### config.mk
export PLATFORM = sky130hd
export DESIGN_NAME = drive_phase_sequencer
export DESIGN_NICKNAME = d
export VERILOG_FILES = /design/src/rtl/dps_pkg.sv /design/src/rtl/dps_control.sv /design/src/rtl/dps_datapath.sv /design/src/rtl/drive_phase_sequencer.sv
export SDC_FILE = /design/constraint.sdc
export NUM_CORES = 1
export LEC_CHECK = 0
export BUFFER_PORTS_ARGS = -buffer_cell sky130_fd_sc_hd__clkbuf_2
export CORE_UTILIZATION = 40
export CTS_CLUSTER_DIAMETER = 120
export DETAILED_ROUTE_END_ITERATION = 7
export SYNTH_ARGS = -nofsm -noshare
export SYNTH_HDL_FRONTEND = slang
export SYNTH_SLANG_ARGS = --single-unit
export TNS_END_PERCENT = 20
### constraint.sdc
create_clock -name clk -period 4.9 [get_ports clk]
set_input_delay 0.245 -clock clk [delete_from_list [all_inputs] [get_ports clk]]
set_output_delay 0.245 -clock clk [all_outputs]
set_load 0.02 [all_outputs]
### src/rtl/dps_pkg.sv
package dps_pkg;

  typedef enum logic [2:0] {
    ST_IDLE  = 3'd0,
    ST_RELAX = 3'd1,
    ST_SETUP = 3'd2,
    ST_PULSE = 3'd3,
    ST_HOLD  = 3'd4
  } seqState_e;

  // strobes from control to datapath
  typedef struct packed {
    logic ldRelax;   // latch request code, drive relax code
    logic ldCode;    // drive latched code onto the lines
    logic strobeOn;  // raise action strobe
    logic strobeOff; // lower action strobe
    logic capture;   // sample sense line, return to relax
    logic busy;      // command in progress
  } seqCtl_t;

endpackage

### src/rtl/dps_control.sv
module dps_control
  import dps_pkg::*;
#(
  parameter int CYC_PER_US = 4,
  parameter int SETUP_US   = 1,
  parameter int STROBE_US  = 2,
  parameter int HOLD_US    = 1
) (
  input  logic    clk,
  input  logic    rst_n,
  input  logic    reqValid,
  input  logic    reqSense,
  output seqCtl_t ctl
);

  localparam int SETUP_CYC  = SETUP_US * CYC_PER_US;
  localparam int STROBE_CYC = STROBE_US * CYC_PER_US;
  localparam int HOLD_CYC   = HOLD_US * CYC_PER_US;
  localparam int MAX_CYC    = (SETUP_CYC > STROBE_CYC) ?
                              ((SETUP_CYC > HOLD_CYC) ? SETUP_CYC : HOLD_CYC) :
                              ((STROBE_CYC > HOLD_CYC) ? STROBE_CYC : HOLD_CYC);
  localparam int CNT_W      = $clog2(MAX_CYC + 1);

  localparam logic [CNT_W-1:0] SETUP_LAST  = CNT_W'(SETUP_CYC - 1);
  localparam logic [CNT_W-1:0] STROBE_LAST = CNT_W'(STROBE_CYC - 1);
  localparam logic [CNT_W-1:0] HOLD_LAST   = CNT_W'(HOLD_CYC - 1);
  localparam logic [CNT_W-1:0] CNT_MAX     = CNT_W'(MAX_CYC - 1);

  seqState_e        stateQ, stateD;
  logic [CNT_W-1:0] cntQ, cntD;
  logic             isSenseQ, isSenseD;

  always_comb begin
    stateD   = stateQ;
    cntD     = cntQ;
    isSenseD = isSenseQ;
    ctl      = '0;
    ctl.busy = (stateQ != ST_IDLE);
    unique case (stateQ)
      ST_IDLE: begin
        if (reqValid) begin
          ctl.ldRelax = 1'b1;
          isSenseD    = reqSense;
          stateD      = ST_RELAX;
        end
      end
      ST_RELAX: begin
        ctl.ldCode = 1'b1;
        cntD       = '0;
        stateD     = ST_SETUP;
      end
      ST_SETUP: begin
        if (cntQ == SETUP_LAST) begin
          cntD = '0;
          if (isSenseQ) begin
            ctl.capture = 1'b1;
            stateD      = ST_IDLE;
          end else begin
            ctl.strobeOn = 1'b1;
            stateD       = ST_PULSE;
          end
        end else begin
          cntD = cntQ + 1'b1;
        end
      end
      ST_PULSE: begin
        if (cntQ == STROBE_LAST) begin
          cntD          = '0;
          ctl.strobeOff = 1'b1;
          stateD        = ST_HOLD;
        end else begin
          cntD = cntQ + 1'b1;
        end
      end
      ST_HOLD: begin
        if (cntQ == HOLD_LAST) begin
          cntD   = '0;
          stateD = ST_IDLE;
        end else begin
          cntD = cntQ + 1'b1;
        end
      end
      default: stateD = ST_IDLE;
    endcase
  end

  always_ff @(posedge clk) begin
    if (!rst_n) begin
      stateQ   <= ST_IDLE;
      cntQ     <= '0;
      isSenseQ <= 1'b0;
    end else begin
      stateQ   <= stateD;
      cntQ     <= cntD;
      isSenseQ <= isSenseD;
    end
  end

  // delay counter never runs past the longest window
  p_cnt_bound_r4: assert property (@(posedge clk) disable iff (!rst_n)
    cntQ <= CNT_MAX);

  // command kind is frozen while a command runs
  p_kind_held_r7: assert property (@(posedge clk) disable iff (!rst_n)
    (stateQ != ST_IDLE) && (stateQ != ST_RELAX) |-> $stable(isSenseQ));

  // a sense command never reaches the strobe states
  p_sense_no_pulse_r6: assert property (@(posedge clk) disable iff (!rst_n)
    isSenseQ && (stateQ != ST_IDLE) |-> (stateQ != ST_PULSE) && (stateQ != ST_HOLD));

endmodule

### src/rtl/dps_datapath.sv
module dps_datapath
  import dps_pkg::*;
#(
  parameter int          CODE_W     = 4,
  parameter logic [2:0]  RELAX_CODE = 3'd3
) (
  input  logic              clk,
  input  logic              rst_n,
  input  seqCtl_t           ctl,
  input  logic [CODE_W-1:0] reqCode,
  input  logic              senseIn,
  output logic [2:0]        phaseLines,
  output logic              driveSel,
  output logic              strobe,
  output logic              senseValid,
  output logic              senseBit
);

  logic [CODE_W-1:0] codeQ;

  always_ff @(posedge clk) begin
    if (!rst_n) begin
      codeQ      <= '0;
      phaseLines <= RELAX_CODE;
      driveSel   <= 1'b0;
      strobe     <= 1'b0;
      senseValid <= 1'b0;
      senseBit   <= 1'b0;
    end else begin
      senseValid <= 1'b0;
      if (ctl.ldRelax) begin
        codeQ      <= reqCode;
        phaseLines <= RELAX_CODE;
      end
      if (ctl.ldCode) begin
        phaseLines <= codeQ[2:0];
        driveSel   <= codeQ[3];
      end
      if (ctl.strobeOn)  strobe <= 1'b1;
      if (ctl.strobeOff) strobe <= 1'b0;
      if (ctl.capture) begin
        senseBit   <= ~senseIn;
        senseValid <= 1'b1;
        phaseLines <= RELAX_CODE;
      end
    end
  end

  // the new code is only applied over the relax code
  p_relax_first_r2: assert property (@(posedge clk) disable iff (!rst_n)
    ctl.ldCode |-> phaseLines == RELAX_CODE);

  // lines hold still while the strobe is high
  p_lines_stable_r4: assert property (@(posedge clk) disable iff (!rst_n)
    strobe && $past(strobe) |-> $stable(phaseLines) && $stable(driveSel));

  // sense capture never coincides with the strobe, pulse is one cycle
  p_sense_no_strobe_r6: assert property (@(posedge clk) disable iff (!rst_n)
    senseValid |-> !strobe);
  p_valid_pulse_r6: assert property (@(posedge clk) disable iff (!rst_n)
    senseValid |=> !senseValid);

  // latched code is frozen while busy
  p_code_held_r7: assert property (@(posedge clk) disable iff (!rst_n)
    ctl.busy && $past(ctl.busy) |-> $stable(codeQ));

  // sensed bit only moves on a capture
  p_bit_hold_r8: assert property (@(posedge clk) disable iff (!rst_n)
    !$past(ctl.capture) |-> $stable(senseBit));

endmodule

### src/rtl/drive_phase_sequencer.sv
module drive_phase_sequencer
  import dps_pkg::*;
#(
  parameter int CYC_PER_US = 4,
  parameter int SETUP_US   = 1,
  parameter int STROBE_US  = 2,
  parameter int HOLD_US    = 1
) (
  input  logic       clk,
  input  logic       rst_n,
  input  logic       reqValid,
  input  logic [3:0] reqCode,
  input  logic       reqSense,
  output logic       busy,
  output logic [2:0] phaseLines,
  output logic       driveSel,
  output logic       strobe,
  input  logic       senseIn,
  output logic       senseValid,
  output logic       senseBit
);

  seqCtl_t ctl;

  dps_control #(
    .CYC_PER_US(CYC_PER_US),
    .SETUP_US  (SETUP_US),
    .STROBE_US (STROBE_US),
    .HOLD_US   (HOLD_US)
  ) u_ctrl (
    .clk     (clk),
    .rst_n   (rst_n),
    .reqValid(reqValid),
    .reqSense(reqSense),
    .ctl     (ctl)
  );

  dps_datapath #(
    .CODE_W    (4),
    .RELAX_CODE(3'd3)
  ) u_dp (
    .clk       (clk),
    .rst_n     (rst_n),
    .ctl       (ctl),
    .reqCode   (reqCode),
    .senseIn   (senseIn),
    .phaseLines(phaseLines),
    .driveSel  (driveSel),
    .strobe    (strobe),
    .senseValid(senseValid),
    .senseBit  (senseBit)
  );

  assign busy = ctl.busy;

endmodule

Word-level counts from Yosys, hierarchy flattened
Index checks and enable logic that the tools add are counted.
W data, S select, Z words.
- reductions and logical operators: 9
- bitwise logic cells: 2
- equal/unequal tests: 10
- mux-type cells: 23
- add/sub/neg operators: 1
- operator list (kind ; count):
    $mux W3 ; 6
    $pmux W3 S5 ; 1
    $mux W1 ; 12
    $pmux W4 S3 ; 1
    $mux W4 ; 2
    $eq A3 B2 Y1 const B ; 2
    $ne A2 B1 Y1 const B ; 3
    $reduce_bool A3 Y1 ; 2
    $reduce_or A2 Y1 ; 3
    $add A4 B1 Y4 const B ; 1
    $eq A4 B2 Y1 const B ; 1
    $eq A4 B3 Y1 const B ; 1
    $reduce_and A4 Y1 ; 1
    $eq A3 B1 Y1 const B ; 1
    $eq A3 B3 Y1 const B ; 1
    $logic_not A3 Y1 ; 1
    $mux W2 ; 1
    $ne A2 B2 Y1 const B ; 1
    $not A1 Y1 ; 2
    $reduce_and A2 Y1 ; 1
    $reduce_bool A2 Y1 ; 1
- input port bits: 9
- bits in registers: 19
- word-level logic and storage cells: 54

Longest topological paths before layout
Gate-level depths: netlist of the first run.
- word-level depth: 4
- gate-level depth with buffers: 6
- depth with buffers taken out: 5

Modules after synthesis
A second synthesis of the first run with hierarchy kept.
- cells, all modules: 101
- area, all modules: 952.2 sq um
- modules (own cells, without submodules) (module ; instances ; cells an instance ; area each (sq um)):
    dps_control ; 1 ; 64 ; 549.3
    dps_datapath ; 1 ; 37 ; 402.9

Worst setup path before layout of the first run
No wires, ideal clock.
- path type: register to register
- start: register u_ctrl.cntQ[0]
- end: register u_ctrl.stateQ[1]
- stages on the path, launching flop included: 7
- library setup time: 0.066 ns
- arrival time: 1.801 ns
- required time: 4.834 ns
- setup slack: 3.033 ns
- clock period less this slack: 1.867 ns
- path through: dfxtp_1 ha_1 or4b_1 and4_4 buf_6 a2111o_1 a21oi_2
- word-level cells in the longest chain between the ends: 3
- elaborated cells on any way between the ends: 6
- classes of those cells: eq/ne (5); reduce/logical (1)
- ends and longest elaborated chain (item ; RTL line ; source):
    from (decl) ; dps_control.sv:30 ; logic [CNT_W-1:0] cntQ, cntD;
    from (signal assigned) ; dps_control.sv:94 ; cntQ <= cntD;
    $eq A4 B2 Y1 or $eq A4 B3 Y1 (tied branches) ; dps_control.sv:53, dps_control.sv:76, dps_control.sv:67 ;
    $ne A2 B1 Y1 (no source line) ; - ;
    $reduce_and A4 Y1 (no source line) (*) ; - ;
    to (signal assigned) ; dps_control.sv:93 ; stateQ <= stateD;
    to (decl) ; dps_control.sv:29 ; seqState_e stateQ, stateD;
Every way passes the cells marked *; elsewhere a longest branch is shown, timed or not.
A chain may end at the register's enable or synchronous reset.

Worst setup path after layout of the first run
- start: register u_ctrl.cntQ[0]
- end: register u_dp.senseBit
- word-level cells in the longest chain between the ends: 3
- ends and longest elaborated chain (item ; RTL line ; source):
    $eq A4 B2 Y1 ; dps_control.sv:53 ; if (cntQ == SETUP_LAST) begin
    $mux W1 ; dps_control.sv:53 ;
    $mux W1 ; dps_control.sv:39 ; unique case (stateQ)
    to (signal assigned) ; dps_datapath.sv:42 ; senseBit <= ~senseIn;
    to (decl) ; dps_datapath.sv:16 ; output logic senseBit
Every way passes these cells.

==> reports/results.tsv, run 1 <==
stage	metric	value	unit
critical_path	critical path endpoint	u_dp.senseBit	
floorplan	Initial Util	0.445	
floorplan	Total Die Area	2470	um2
detailed_routing	average wire length per cell after detail routing	12.6	um
critical_path	worst reg2reg endpoint	u_dp.senseBit	
detailed_routing	Total Routed Length	1830	um
timing	relative slew slack	0.596	
placed_design	instance area after placement	977	um2
logic_synthesis	net count after synthesis	116	
clock_network	number of clock buffers inserted by TritonCTS	3	
critical_path	kind of cell adding the most delay to the critical path	simple AND/OR/NAND/NOR gates	
timing	final worst clock skew	0.00141	ns
hold_path	path category of the worst min-delay check	input port to register	
critical_path	setup slack on the worst flop-to-flop path	2.93	ns
clock_network	Clk pin slew, worst setup/hold paths	0.11	ns
global_routing	vias in the first global route	737	
detailed_routing	Detailed Route Iter0 Violations	12	
critical_path	Reg2Reg Launch Point	u_ctrl.cntQ[0]	
power	power per cell area	353	nW/um2
logic_synthesis	area of the mapped netlist	908	um2
global_routing	global-route wire length before repair	3280	um
power	cell leakage power	0.412	nW
power	Gate power share	0.240	
detailed_routing	drc violations	0	
floorplan	Core Footprint	2040	um2
clock_network	number of hold buffers added after CTS	0	
timing	Slew Limit Fails	0	
timing	Worst Max-Slew Pin Slew	0.598	ns
clock_network	clock root cell	clkbuf_4	
critical_path	beginning of the critical path	u_ctrl.cntQ[0]	
critical_path	cell-by-cell listing of the critical path	ha_1 -> nor4bb_1 -> nand3_1 -> mux2i_1 -> nor2_1	
clock_network	number of H-tree levels	1	
critical_path	critical path's largest stage delay	0.59	ns
logic_synthesis	flop and latch count out of synthesis	19	
critical_path	maximum fanout along the worst path	6	
run	count of maximum capacitance violations	0	
final_layout	fraction of layout instances using a drive strength above 1	0.212	
critical_path	critical path arrival	2.16	ns
critical_path	required arrival time at the worst endpoint	5.09	ns
critical_path	Critical Path Stages	5	
critical_path	Critical Path End Type	register	
clock_network	Resize count post-CTS	0	
global_routing	total global routing overflow	0	
detailed_routing	antenna viol nets, final	0	
final_layout	commonest cells after routing, fill and taps aside	nor2_1 (19), dfxtp_1 (19), clkbuf_2 (16)	
floorplan	Top-Level Pins	17	
clock_network	post-CTS setup-driven buffer insertion count	0	
power	Reg power frac	0.531	
timing	setup repair after global routing missed its margin	no	
logic_synthesis	area share of the largest cell type after synthesis	0.419	
final_layout	Final Instance Area	1000	um2
critical_path	reg2reg path depth	5	
power	fraction of power spent switching nets	0.333	
floorplan	Die Span Y	49.7	um
critical_path	startpoint type of the worst setup path	register	
timing	fin crit share	0.403	
placed_design	GP Congestion	0.744	
power	cell internal pwr	0.236	mW
logic_synthesis	top cell type by total area after synthesis	dfxtp_1	
timing	final setup violation count	0	
final_layout	layout overhead on the synthesized area	10.6	%
global_routing	number of antenna violations at the first check in global routing	0	
power	Switch Pwr	0.118	mW
clock_network	worst-case clock buffer depth	2	
logic_synthesis	synthesized instance count	106	
global_routing	pin count of the biggest net entering global routing	19	
critical_path	path type of the worst setup path	register to register	
logic_synthesis	Syn Area/Cell	8.57	um2
clock_network	clock latency on the worst-skew pair	0.30	ns
critical_path	Critical Path Slowest Stage Cell	nor4bb_1	
timing	highest clock rate	507	MHz
detailed_routing	Via density	5.33	
power	power after layout	0.354	mW
placed_design	Detail Placement HPWL	1310	um
clock_network	number of sinks driven by the clock tree	19	
timing	final-report hold violation count	0	
timing	Setup TNS Final	0	ns
detailed_routing	router iterations before antenna repair	4	
logic_synthesis	sequential share of the synthesized area	0.419	
power	clock network power share	0.229	
logic_synthesis	leading cell types by total area after synthesis	dfxtp_1 (42%), nor2_1 (7.9%), mux2i_1 (6.6%)	
outcome	status	finished clean	
power	VDD IR-drop max	0.219	mV
logic_synthesis	number of warnings printed during yosys synthesis	0	
timing	shortest clock period the worst path allows after layout	1.97	ns
detailed_routing	vias post-DR	773	
floorplan	Site Rows	16	
clock_network	TritonCTS clock tree	yes	
floorplan	Chip Width	49.7	um
critical_path	CP Buf/Inv Count	0	
global_routing	Total GRT Usage	0.170	
final_layout	count of nets after finishing	129	
final_layout	diodes inserted	0	
logic_synthesis	Yosys cell types	34	
placed_design	PortBufs	16	
[worst min-delay path by stage]
stage | from | endpoint | slack (ns) | depth (start not counted)
4_1_cts | rst_n | u_dp.phaseLines[0] | 0.15 | 2
3_5_place_dp | u_dp.driveSel | u_dp.driveSel | 0.46 | 2
6_report | rst_n | u_dp.phaseLines[0] | 0.16 | 2
3_3_place_gp | u_dp.driveSel | u_dp.driveSel | 0.45 | 2
2_1_floorplan | rst_n | u_dp.phaseLines[0] | 0.32 | 1
5_1_grt | rst_n | u_dp.phaseLines[0] | 0.15 | 2
[layout make-up]
cell class / count / area (um2)
repair buffers: 16 / 80.1
clock buffers: 3 / 22.5
inverters: 4 / 15.0
well taps: 27 / 33.8
flip-flops and latches: 19 / 380
clock inverters: 1 / 5.00
fillers: 220 / 1040
multi-input cells: 75 / 468
[synthesized netlist by cell type]
| library cell | count |
|---|---|
| a2111o_1 | 1 |
| a211oi_1 | 1 |
| a21oi_1 | 3 |
| a21oi_2 | 1 |
| a221oi_1 | 1 |
| a22oi_1 | 1 |
| a2bb2oi_1 | 1 |
| a311oi_1 | 1 |
| a31oi_1 | 2 |
| a32oi_1 | 2 |
| and4_4 | 1 |
| buf_6 | 2 |
| clkbuf_1 | 6 |
| dfxtp_1 | 19 |
| ha_1 | 1 |
| inv_1 | 4 |
| mux2_2 | 1 |
| mux2i_1 | 6 |
| nand2_1 | 8 |
| nand2b_1 | 2 |
| nand3_1 | 6 |
| nand4b_1 | 1 |
| nor2_1 | 19 |
| nor2_2 | 1 |
| nor3_1 | 2 |
| nor3b_1 | 2 |
| nor4bb_1 | 1 |
| o21a_1 | 1 |
| o21ai_0 | 2 |
| o221a_2 | 1 |
| o22ai_1 | 2 |
| or3_1 | 2 |
| or4b_1 | 1 |
| xor2_1 | 1 |
[power groups by stage]
stage | clock network, mW | registers, mW | logic (mW)
global placement | 0 | 0.191 | 0.0849
global route | 0.0894 | 0.192 | 0.0952
CTS | 0.0843 | 0.187 | 0.0862
floorplan | 0 | 0.183 | 0.0797
detailed placement | 0 | 0.191 | 0.0858
finish | 0.0810 | 0.188 | 0.0851
[logic make-up after synthesis]
kind of cell | Yosys count | share of synthesized area
and+or+nand+nor | 46 | 0.251
AOI/OAI and AO/OA | 20 | 0.163
DFF | 19 | 0.419
buffers and inverters | 12 | 0.0661
muxes | 7 | 0.0785
xor gates and xnor gates | 1 | 0.00964
adders and majority gates | 1 | 0.0138
[flip-flops by register name, indices dropped and copies added, names as in the netlist, 3 cells and up]
name,flops
u_ctrl.cntQ,4
u_ctrl.stateQ,3
u_dp.codeQ,4
u_dp.phaseLines,3
[metal layers]
| layer | share of wire | GRT usage | vias to the layer above |
|---|---|---|---|
| li1 | - | - | 399 |
| met1 | 0.48 | 0.206 | 353 |
| met2 | 0.47 | 0.284 | 19 |
| met3 | 0.050 | 0.0648 | 2 |
| met4 | 0.0049 | 0.0381 | 0 |
| met5 | 0 | 0 | - |
[through the flow]
step | setup WS, ns | hold slack (ns) | instances | util
after floorplan | 3.03 | 0.317 | 106 | -
after global placement | 3.05 | 0.450 | 141 | 0.479
after detailed placement | 2.96 | 0.455 | 141 | 0.479
after CTS | 2.95 | 0.153 | 145 | 0.492
after global routing | 2.70 | 0.148 | 145 | 0.492
final | 2.93 | 0.158 | 145 | 0.492
(Power assumes the default switching activity.)
==> run 2: changes to the inputs <==
Clock period 4.9 ns to 1.65 ns, I/O delays scaled along.
==> reports/results.tsv, run 2 (same netlist as run 1, synthesis figures left out) <==
stage	metric	value	unit
timing	final-report hold violation count	0	
global_routing	total global routing overflow	0	
detailed_routing	Total Routed Length	1950	um
placed_design	PortBufs	16	
final_layout	fraction of layout instances using a drive strength above 1	0.278	
floorplan	Total Die Area	2470	um2
final_layout	layout overhead on the synthesized area	20.8	%
clock_network	number of clock buffers inserted by TritonCTS	3	
critical_path	Reg2Reg Launch Point	u_ctrl.cntQ[1]	
final_layout	commonest cells after routing, fill and taps aside	nor2_1 (19), dfxtp_1 (17), clkbuf_2 (16)	
final_layout	count of nets after finishing	137	
detailed_routing	antenna viol nets, final	0	
timing	fin crit share	0.983	
timing	setup repair after global routing missed its margin	yes	
final_layout	share of the core filled with cells	0.537	
outcome	status	finished clean	
timing	Worst Max-Slew Pin Slew	0.506	ns
clock_network	clock latency on the worst-skew pair	0.30	ns
hold_path	start point of the worst hold path	reqCode[3]	
clock_network	number of H-tree levels	1	
timing	shortest clock period the worst path allows after layout	1.62	ns
clock_network	Clk pin slew, worst setup/hold paths	0.11	ns
final_layout	Finished Layout Cells	153	
timing	highest clock rate	616	MHz
global_routing	number of antenna violations at the first check in global routing	0	
clock_network	worst-case clock buffer depth	2	
floorplan	Initial Util	0.445	
critical_path	path type of the worst setup path	register to register	
floorplan	Die Span Y	49.7	um
placed_design	GP Congestion	0.801	
critical_path	required arrival time at the worst endpoint	1.89	ns
critical_path	startpoint type of the worst setup path	register	
timing	Slew Limit Fails	0	
critical_path	beginning of the critical path	u_ctrl.cntQ[1]	
critical_path	critical path arrival	1.86	ns
global_routing	global-route wire length before repair	3310	um
power	VDD IR-drop max	0.670	mV
clock_network	clock root cell	clkbuf_4	
floorplan	Site Rows	16	
floorplan	Chip Width	49.7	um
floorplan	Top-Level Pins	17	
critical_path	Critical Path End Type	register	
clock_network	number of sinks driven by the clock tree	19	
detailed_routing	drc violations	0	
timing	relative slew slack	0.662	
hold_path	path category of the worst min-delay check	input port to register	
placed_design	instance area after placement	1040	um2
detailed_routing	router iterations before antenna repair	4	
final_layout	Final Instance Area	1100	um2
detailed_routing	Detailed Route Iter0 Violations	10	
placed_design	Cells after DPL	148	
clock_network	post-CTS setup-driven buffer insertion count	0	
placed_design	Detail Placement HPWL	1390	um
global_routing	vias in the first global route	785	
timing	final setup violation count	0	
hold_path	number of cells traversed by the worst hold path	3	
final_layout	most common library cell in the layout ignoring fill and taps	nor2_1	
critical_path	reg2reg path depth	5	
detailed_routing	Via density	5.47	
power	power per cell area	988	nW/um2
detailed_routing	vias post-DR	837	
timing	final worst clock skew	0.00330	ns
critical_path	setup slack on the worst flop-to-flop path	0.03	ns
global_routing	Total GRT Usage	0.172	
timing	hold_ws	0.0144	ns
critical_path	maximum fanout along the worst path	9	
run	count of maximum capacitance violations	0	
detailed_routing	average wire length per cell after detail routing	12.7	um
clock_network	TritonCTS clock tree	yes	
global_routing	pin count of the biggest net entering global routing	16	
floorplan	Core Footprint	2040	um2
final_layout	diodes inserted	0	
final_layout	largest registers	u_ctrl.cntQ x4, u_dp.codeQ x4	
power	cell leakage power	0.450	nW
## run 2: path summary, 6_finish.rpt
path	end
setup / recovery	u_ctrl.stateQ[1]
hold / removal	u_dp.codeQ[3]
setup reg to reg	u_ctrl.stateQ[1]
hold reg to reg	u_dp.driveSel
## run 2: timing repair
item | CTS | global route
hold buffers | 1 | 0
hold endpoints to repair | 2 | 0
setup endpoints to repair | 0 | 10
resized for setup | 0 | 4
## run 2: report_power, final
group          switching (mW)  total (mW)  internal (mW)
clock network           0.143       0.237         0.0942
logic                   0.179       0.316          0.137
registers              0.0325       0.531          0.499
## run 2: worst max-delay path: stages (launching register included)
cell	delay (ns)
dfxtp_4	0.38
ha_4	0.16
or4b_1	0.43
and4_4	0.19
a2111o_1	0.30
a21oi_2	0.11
## run 2: layout make-up
cell class                 instances  area (um2)
fill                             217         945
multi-input combinational         75         492
sequential                        19         388
timing repair buffer              24         143
tap                               27        33.8
clock buffer                       4        26.3
inverter                           4        15.0
## run 2: metrics by stage
stage / setup TNS (ns) / power (mW) / setup WS [ns]
3_3_place_gp: 0 / 0.844 / 0.0625
2_1_floorplan: 0 / 0.785 / 0.00946
6_report: 0 / 1.08 / 0.0273
4_1_cts: 0 / 1.09 / 0.0176
5_1_grt: -0.0552 / 1.15 / -0.0287
3_5_place_dp: 0 / 0.850 / 0.0408
## run 2: per-layer routing
layer / part of all wire / track usage
met1: 0.47 / 0.217
met2: 0.48 / 0.288
met3: 0.037 / 0.0185
met4: 0.013 / 0.0857
met5: 0 / 0
